File: config.mk
export PLATFORM = sky130hd
export DESIGN_NAME = flash_crypt_region_decoder
export DESIGN_NICKNAME = d
export VERILOG_FILES = /design/src/rtl/fcr_pkg.sv /design/src/rtl/fcr_cfg_regs.sv /design/src/rtl/fcr_region_unit.sv /design/src/rtl/fcr_range_judge.sv /design/src/rtl/flash_crypt_region_decoder.sv
export SDC_FILE = /design/constraint.sdc
export NUM_CORES = 1
export LEC_CHECK = 0
export ABC_AREA = 1
export BUFFER_PORTS_ARGS = -buffer_cell sky130_fd_sc_hd__buf_2
export CAP_MARGIN = 20
export CORE_MARGIN = 2
export CORE_UTILIZATION = 41
export DETAILED_ROUTE_END_ITERATION = 10
export MAX_ROUTING_LAYER = met4
export PLACE_DENSITY_LB_ADDON = 0.2
export SLEW_MARGIN = 40
export SYNTH_ARGS = -nofsm -noshare
export SYNTH_HDL_FRONTEND = slang
export SYNTH_HIERARCHICAL = 1
export SYNTH_SLANG_ARGS = --single-unit
File: constraint.sdc
create_clock -name clk -period 4.72 [get_ports clk]
set_input_delay 1.18 -clock clk [delete_from_list [all_inputs] [get_ports clk]]
set_output_delay 1.18 -clock clk [all_outputs]
set_load 0.01 [all_outputs]
File: src/rtl/fcr_pkg.sv
// Package: shared geometry of the flash crypto region decoder.
// Assumes a flash of FLASH_BYTES, windows of 2**REGION_SHIFT bytes and
// subregions of 2**SUB_SHIFT bytes.
package fcr_pkg;
    localparam int ADDR_W       = 20;
    localparam int SUB_SHIFT    = 13;
    localparam int REGION_SHIFT = 18;
    localparam int NUM_REGIONS  = 3;
    localparam int FLASH_BYTES  = 640 * 1024;
    localparam int DATA_W       = 32;

    localparam int SUBS         = 1 << (REGION_SHIFT - SUB_SHIFT);
    localparam int SUBIDX_W     = REGION_SHIFT - SUB_SHIFT;
    localparam int BASE_W       = ADDR_W - REGION_SHIFT;
    localparam int KEY_W        = $clog2(NUM_REGIONS);
    localparam int REG_AW       = $clog2(NUM_REGIONS) + 1;
    localparam int LEN_W        = ADDR_W + 1;
    localparam int END_W        = ADDR_W + 2;
    localparam int REGION_BYTES = 1 << REGION_SHIFT;

    // Number of subregions that exist in region idx, given the flash size.
    function automatic int region_subs(input int idx);
        int remain;
        remain = FLASH_BYTES - idx * REGION_BYTES;
        if (remain > REGION_BYTES) remain = REGION_BYTES;
        if (remain < 0) remain = 0;
        return remain >> SUB_SHIFT;
    endfunction
endpackage

File: src/rtl/fcr_cfg_regs.sv
// Module: configuration registers for all regions.
// Word address {region, kind}: kind 0 = base (select in bits [19:18]),
// kind 1 = subregion enable bitmap. Enable bits beyond a region's size
// are dropped on write. Writes to absent regions have no effect.
module fcr_cfg_regs
    import fcr_pkg::*;
(
    input  logic                                  clk,
    input  logic                                  rst_n,
    input  logic                                  cfg_we,
    input  logic [REG_AW-1:0]                     cfg_addr,
    input  logic [DATA_W-1:0]                     cfg_wdata,
    output logic [NUM_REGIONS-1:0][BASE_W-1:0]    base_sel,
    output logic [NUM_REGIONS-1:0][SUBS-1:0]      enable
);
    for (genvar r = 0; r < NUM_REGIONS; r++) begin : g_reg
        localparam int NS = region_subs(r);
        localparam logic [SUBS-1:0] MASK =
            (NS >= SUBS) ? {SUBS{1'b1}} : SUBS'((64'(1) << NS) - 64'(1));
        logic sel_this;
        assign sel_this = cfg_we && (cfg_addr[REG_AW-1:1] == (REG_AW-1)'(r));

        // Base select register of this region.
        always_ff @(posedge clk) begin
            if (!rst_n)                       base_sel[r] <= '0;
            else if (sel_this && !cfg_addr[0]) base_sel[r] <= cfg_wdata[REGION_SHIFT +: BASE_W];
        end

        // Enable bitmap of this region, masked to its real size.
        always_ff @(posedge clk) begin
            if (!rst_n)                      enable[r] <= '0;
            else if (sel_this && cfg_addr[0]) enable[r] <= cfg_wdata[SUBS-1:0] & MASK;
        end

        AST_EN_IN_SIZE: assert property (@(posedge clk) disable iff (!rst_n)
            (enable[r] & ~MASK) == '0);
    end
endmodule

File: src/rtl/fcr_region_unit.sv
// Module: per-region match logic.
// Gives the address hit, whether a range request overlaps an enabled
// subregion, and whether it equals the enabled span exactly.
// Assumes the enable bitmap is already masked to the region size.
module fcr_region_unit
    import fcr_pkg::*;
(
    input  logic                clk,
    input  logic                rst_n,
    input  logic [BASE_W-1:0]   base_sel,
    input  logic [SUBS-1:0]     enable,
    input  logic [ADDR_W-1:0]   acc_addr,
    input  logic [ADDR_W-1:0]   chk_start,
    input  logic [END_W-1:0]    chk_end,
    output logic                acc_hit,
    output logic                touched,
    output logic                exact
);
    localparam logic [END_W-1:0] SUB_BYTES = END_W'(1) << SUB_SHIFT;

    logic [END_W-1:0]    base_off;
    logic [SUBIDX_W-1:0] lo_idx, hi_idx;
    logic [END_W-1:0]    span_lo, span_hi;
    logic                any_en;

    assign base_off = END_W'(base_sel) << REGION_SHIFT;

    // Address hit: right window and enabled subregion.
    always_comb begin
        acc_hit = (acc_addr[ADDR_W-1:REGION_SHIFT] == base_sel) &&
                  enable[acc_addr[REGION_SHIFT-1:SUB_SHIFT]];
    end

    // Overlap of the request with any enabled subregion.
    always_comb begin
        touched = 1'b0;
        for (int i = 0; i < SUBS; i++) begin
            logic [END_W-1:0] s_lo;
            s_lo = base_off + (END_W'(i) << SUB_SHIFT);
            if (enable[i] && (END_W'(chk_start) < s_lo + SUB_BYTES) && (chk_end > s_lo))
                touched = 1'b1;
        end
    end

    // Lowest and highest enabled subregion indices.
    always_comb begin
        lo_idx = '0;
        hi_idx = '0;
        for (int i = SUBS - 1; i >= 0; i--) if (enable[i]) lo_idx = SUBIDX_W'(i);
        for (int i = 0; i < SUBS; i++)      if (enable[i]) hi_idx = SUBIDX_W'(i);
    end

    // Exact coverage of the enabled span.
    always_comb begin
        any_en  = |enable;
        span_lo = base_off + (END_W'(lo_idx) << SUB_SHIFT);
        span_hi = base_off + ((END_W'(hi_idx) + END_W'(1)) << SUB_SHIFT);
        exact   = any_en && (END_W'(chk_start) == span_lo) && (chk_end == span_hi);
    end

    AST_EXACT_TOUCHES: assert property (@(posedge clk) disable iff (!rst_n)
        exact |-> touched);
endmodule

File: src/rtl/fcr_range_judge.sv
// Module: combines per-region overlap and exactness into a verdict.
// Assumes chk_len is the byte length of the request.
module fcr_range_judge
    import fcr_pkg::*;
(
    input  logic [LEN_W-1:0]        chk_len,
    input  logic [NUM_REGIONS-1:0]  touched,
    input  logic [NUM_REGIONS-1:0]  exact,
    output logic                    pass
);
    // Length bounds first, then each touched region must be exact.
    always_comb begin
        pass = (chk_len != '0) && (chk_len <= LEN_W'(REGION_BYTES));
        for (int r = 0; r < NUM_REGIONS; r++)
            if (touched[r] && !exact[r]) pass = 1'b0;
    end
endmodule

File: src/rtl/flash_crypt_region_decoder.sv
// Module: top of the flash crypto region decoder.
// Registers the address decode (lowest region wins) and the range verdict,
// each one cycle after its input. Synchronous active-low reset.
module flash_crypt_region_decoder
    import fcr_pkg::*;
(
    input  logic                clk,
    input  logic                rst_n,
    input  logic                cfg_we,
    input  logic [REG_AW-1:0]   cfg_addr,
    input  logic [DATA_W-1:0]   cfg_wdata,
    input  logic [ADDR_W-1:0]   acc_addr,
    output logic                crypto_hit,
    output logic [KEY_W-1:0]    key_idx,
    input  logic                chk_valid,
    input  logic [ADDR_W-1:0]   chk_start,
    input  logic [LEN_W-1:0]    chk_len,
    output logic                chk_done,
    output logic                chk_pass
);
    logic [NUM_REGIONS-1:0][BASE_W-1:0] base_sel;
    logic [NUM_REGIONS-1:0][SUBS-1:0]   enable;
    logic [NUM_REGIONS-1:0]             hit_v, touched_v, exact_v;
    logic [END_W-1:0]                   chk_end;
    logic                               hit_c, pass_c;
    logic [KEY_W-1:0]                   key_c;

    fcr_cfg_regs u_cfg (
        .clk(clk), .rst_n(rst_n), .cfg_we(cfg_we), .cfg_addr(cfg_addr),
        .cfg_wdata(cfg_wdata), .base_sel(base_sel), .enable(enable)
    );

    assign chk_end = END_W'(chk_start) + END_W'(chk_len);

    for (genvar r = 0; r < NUM_REGIONS; r++) begin : g_unit
        fcr_region_unit u_unit (
            .clk(clk), .rst_n(rst_n),
            .base_sel(base_sel[r]), .enable(enable[r]),
            .acc_addr(acc_addr), .chk_start(chk_start), .chk_end(chk_end),
            .acc_hit(hit_v[r]), .touched(touched_v[r]), .exact(exact_v[r])
        );
    end

    fcr_range_judge u_judge (
        .chk_len(chk_len), .touched(touched_v), .exact(exact_v), .pass(pass_c)
    );

    // Priority select: the lowest-numbered hitting region supplies the key.
    always_comb begin
        hit_c = 1'b0;
        key_c = '0;
        for (int r = NUM_REGIONS - 1; r >= 0; r--)
            if (hit_v[r]) begin
                hit_c = 1'b1;
                key_c = KEY_W'(r);
            end
    end

    // Decode output register.
    always_ff @(posedge clk) begin
        if (!rst_n) begin
            crypto_hit <= 1'b0;
            key_idx    <= '0;
        end else begin
            crypto_hit <= hit_c;
            key_idx    <= key_c;
        end
    end

    // Range verdict register.
    always_ff @(posedge clk) begin
        if (!rst_n) begin
            chk_done <= 1'b0;
            chk_pass <= 1'b0;
        end else begin
            chk_done <= chk_valid;
            chk_pass <= chk_valid && pass_c;
        end
    end

    AST_CHK_LATENCY: assert property (@(posedge clk) disable iff (!rst_n)
        chk_valid |=> chk_done);
    AST_DONE_ONLY_AFTER_REQ: assert property (@(posedge clk) disable iff (!rst_n)
        !chk_valid |=> !chk_done);
    AST_ZERO_LEN_REJECT: assert property (@(posedge clk) disable iff (!rst_n)
        (chk_valid && chk_len == '0) |=> !chk_pass);
    AST_OVERSIZE_REJECT: assert property (@(posedge clk) disable iff (!rst_n)
        (chk_valid && chk_len > LEN_W'(REGION_BYTES)) |=> !chk_pass);
    AST_KEY_IN_RANGE: assert property (@(posedge clk) disable iff (!rst_n)
        crypto_hit |-> (key_idx < KEY_W'(NUM_REGIONS)));
    AST_MISS_KEY_ZERO: assert property (@(posedge clk) disable iff (!rst_n)
        !crypto_hit |-> (key_idx == '0));
endmodule

==> flow_metrics.env <==
export IMPL_yosysSeqAreaShare_pct=13.3
export IMPL_yosys_warnings=6
export IMPL_relative_slew_slack_pct=55.6
export IMPL_final_common_cell="sky130_fd_sc_hd__nand2_1"
export IMPL_worstRegToRegCells=51
export IMPL_post_route_cells_drive_above_1_share_pct=24.7
export IMPL_grt_max_degree=65
export IMPL_internal_power_mw=2.23
export IMPL_cts_buffers_inserted=9
export IMPL_cts_max_path_buffers=2
export IMPL_core_area_um2=32700
export IMPL_cp_start_kind="input port"
export IMPL_h_tree_depth=3
export IMPL_worstHoldStart="u_cfg/enable[52]"
export IMPL_synthMuxAreaShare_pct=0
export IMPL_syn2layout_area_growth_pct=35.3
export IMPL_timing_critical_path_from="chk_start[7]"
export IMPL_globalRoute_totalOverflow=0
export IMPL_timing_critical_path_mode_cell="sky130_fd_sc_hd__nand2_1"
export IMPL_placed_cells_incl_taps=3482
export IMPL_p_clk_share_pct=18.4
export IMPL_worst_slack_ps=-415
export IMPL_fp_dieH_um=187
export IMPL_status="finished with violations"
export IMPL_worst_skew_pair_later_pin_latency_ps=350
export IMPL_worst_ir_drop_on_vdd_uv=204
export IMPL_min_delay_path_depth=4
export IMPL_buffer_ports_inserted=91
export IMPL_design_portCount=105
export IMPL_synthArstFlopShare_pct=0
export IMPL_reg_to_reg_critical_path_endpoint="chk_pass"
export IMPL_power_density_nw_per_um2=218
export IMPL_tritoncts_num_sinks=91
export IMPL_ys_types=54
export IMPL_yosys_area_share_adder_pct=4.99
export IMPL_cts_root_buffer_cell="sky130_fd_sc_hd__clkbuf_16"
export IMPL_initial_antenna_violation_count=0
export IMPL_ys_ff_latch=91
export IMPL_simple_gate_area_share_of_the_yosys_netlist_pct=43.7
export IMPL_die_area_um2=34900
export IMPL_diodes=0
export IMPL_r2r_start="u_cfg/enable[66]"
export IMPL_timing_critical_path_to_type="flip-flop"
export IMPL_layout_nets=3212
export IMPL_synth_compound_gate_area_share_pct=19.5
export IMPL_critical_path_required_ps=5010
export IMPL_failed_checks="setup timing"
export IMPL_drt_iter0_markers=1594
export IMPL_finalWirelength_um=62700
export IMPL_worst_slew_pin_slew_ps=658
export IMPL_area_of_the_mapped_netlist_um2=13700
export IMPL_hold_class="reg2reg"
export IMPL_via_per_inst=5.31
export IMPL_place_detailed_hpwl_um=50800
export IMPL_crit_path_class="in2reg"
export IMPL_postCtsHoldBufs=0
export IMPL_die_width_um=187
export IMPL_max_freq_mhz=195
export IMPL_clk_pin_slew_ps=70
export IMPL_synth_xor_xnor_area_share_pct=2.30
export IMPL_antenna_left=0
export IMPL_initial_utilization_pct=41.8
export IMPL_cp_max_fo=6
export IMPL_final_min_clock_period_ps=5140
export IMPL_net_switching_power_mw=1.80
export IMPL_unrepaired_setup_endpoints_after_global_routing="yes"
export IMPL_final_instance_count_excl_fill=3504
export IMPL_cts_tree="yes"
export IMPL_p_comb_share_pct=61.1
export IMPL_finalSetupViolations=1
export IMPL_detailroute_via_count=18600
export IMPL_layout_cells_most_common_list="sky130_fd_sc_hd__nand2_1 (640), sky130_fd_sc_hd__nor2_1 (474), sky130_fd_sc_hd__buf_4 (439)"
export IMPL_final_period_utilization_pct=109
export IMPL_finalHoldWorstSlack_ps=539
export IMPL_slowest_delay_ps=280
export IMPL_combinational_family_with_the_most_area_after_synthesis="simple AND/OR/NAND/NOR gates"
export IMPL_post_route_drc_count=0
export IMPL_grt_first_pass_wirelength_um=95300
export IMPL_cell_count_after_synthesis=2572
export IMPL_clock_skew_ps=10.3
export IMPL_synth_top_flop_cell="sky130_fd_sc_hd__dfxtp_1"
export IMPL_seq_power_share_pct=20.5
export IMPL_place_congestion=1.05
export IMPL_utilization_pct=56.6
export IMPL_count_of_flip_flops_with_a_built_in_enable_after_synthesis=0
export IMPL_worstPathArrival_ps=5430
export IMPL_grt_pass1_vias=17400
export IMPL_core_rowCount=66
export IMPL_dp_worst_setup_slack_ps=-1140
export IMPL_crit_path_top_delay_cell="sky130_fd_sc_hd__ha_4"
export IMPL_total_power_mw=4.03
export IMPL_reg2reg_slack_ps=-120
export IMPL_synth_area_per_cell_um2=5.32
export IMPL_avgRoutedWirePerCell_um=17.9
export IMPL_drv_max_cap_violation_count=0
export IMPL_hold_end="u_cfg/enable[52]"
export IMPL_finalHoldViolations=0
export IMPL_first_pass_iters=6
export IMPL_cellLeakagePower_nw=9.54
export IMPL_power_switching_fraction_pct=44.7
export IMPL_final_max_slew_viol_count=0
export IMPL_gr_usage_all_layers_pct=35.8
[registers in the layout, indices dropped and copies added (netlist names)]
name and flops:
chk_done 1, chk_pass 1, crypto_hit 1, key_idx 2
u_cfg/base_sel 6, u_cfg/enable 80
[timing repair]
item / 4_1_cts / 5_1_grt
resized for setup: 32 / 64
pin swaps: 8 / 20
endpoints found under the setup margin: 1 / 1
setup buffers: 3 / 3
[power by group through the flow]
stage | Sequential [mW] | Clock [mW] | Combinational, mW
2_1_floorplan | 0.837 | 0 | 1.19
3_3_place_gp | 0.844 | 0 | 2.26
3_5_place_dp | 0.845 | 0 | 2.27
4_1_cts | 0.828 | 0.757 | 2.32
5_1_grt | 0.831 | 0.790 | 2.69
6_report | 0.828 | 0.742 | 2.47
[layout make-up]
type	count	area (um^2)
Tap cell	442	553
Sequential cell	91	1820
Inverter	471	1770
Multi-Input combinational cell	1951	10200
Clock inverter	5	62.6
Fill cell	3510	14200
Clock buffer	10	229
Timing Repair Buffer	534	3840
[routing by layer]
metal	wire length [um]	global-route usage (%)	vias to the layer above
li1	-	-	9235
met1	27400	46.4	8477
met2	27600	56.2	751
met3	4950	4.55	146
met4	2830	14.8	0
met5	0	-	-
[cells in the mapped netlist, types with 10 or more instances]
master / instances / area (um^2)
sky130_fd_sc_hd__a2111oi_0: 12 / 105
sky130_fd_sc_hd__dfxtp_1: 91 / 1820
sky130_fd_sc_hd__a211oi_1: 33 / 248
sky130_fd_sc_hd__inv_1: 379 / 1420
sky130_fd_sc_hd__o21bai_1: 10 / 75.1
sky130_fd_sc_hd__nand2_2: 10 / 62.6
sky130_fd_sc_hd__nor2_2: 19 / 119
sky130_fd_sc_hd__buf_4: 21 / 158
sky130_fd_sc_hd__xor2_1: 24 / 210
sky130_fd_sc_hd__xnor2_1: 12 / 105
sky130_fd_sc_hd__clkinv_1: 12 / 45.0
sky130_fd_sc_hd__nor3_1: 60 / 300
sky130_fd_sc_hd__nand4_1: 33 / 206
sky130_fd_sc_hd__a31oi_1: 13 / 81.3
sky130_fd_sc_hd__inv_2: 80 / 300
sky130_fd_sc_hd__o211ai_1: 12 / 90.1
sky130_fd_sc_hd__o2111ai_1: 30 / 263
sky130_fd_sc_hd__buf_6: 11 / 124
sky130_fd_sc_hd__nand3_1: 90 / 450
sky130_fd_sc_hd__o21ai_0: 103 / 515
sky130_fd_sc_hd__nor4_1: 42 / 263
sky130_fd_sc_hd__o21ai_1: 39 / 195
sky130_fd_sc_hd__nand2_1: 652 / 2450
sky130_fd_sc_hd__clkbuf_1: 34 / 128
sky130_fd_sc_hd__nor2_1: 487 / 1830
sky130_fd_sc_hd__ha_1: 53 / 663
sky130_fd_sc_hd__a21oi_1: 107 / 536
[cells by family (layout without fill, tap and decap cells)]
group / Yosys count / count (layout)
other: 1 / 16
buffers and inverters: 545 / 1020
AOI/OAI and AO/OA: 420 / 420
adders and majority gates: 54 / 54
and+or+nand+nor: 1425 / 1425
DFF: 91 / 91
xor gates and xnor gates: 36 / 36
[critical path, delay by kind of cell]
kind	cells	cell delay, ps
buf+inv	7	730
simple gates	17	2090
fa+ha+maj	1	280
compound gates	8	1150
[per-stage QoR]
step                      TNS [ps]  area, um^2
after detailed placement     -1140       17600
final                         -415       18500
after global placement       -1190       17600
after floorplan                  0       13700
after CTS                     -323       18100
after global routing          -664       18500
[worst max-delay path by stage]
stage / slack [ps] / cells after the start / end
2_1_floorplan: 130 / 33 / chk_pass
3_3_place_gp: -1190 / 28 / chk_pass
3_5_place_dp: -1140 / 28 / chk_pass
4_1_cts: -320 / 31 / chk_pass
5_1_grt: -660 / 33 / chk_pass
6_report: -420 / 33 / chk_pass
(Power assumes the default switching activity.)
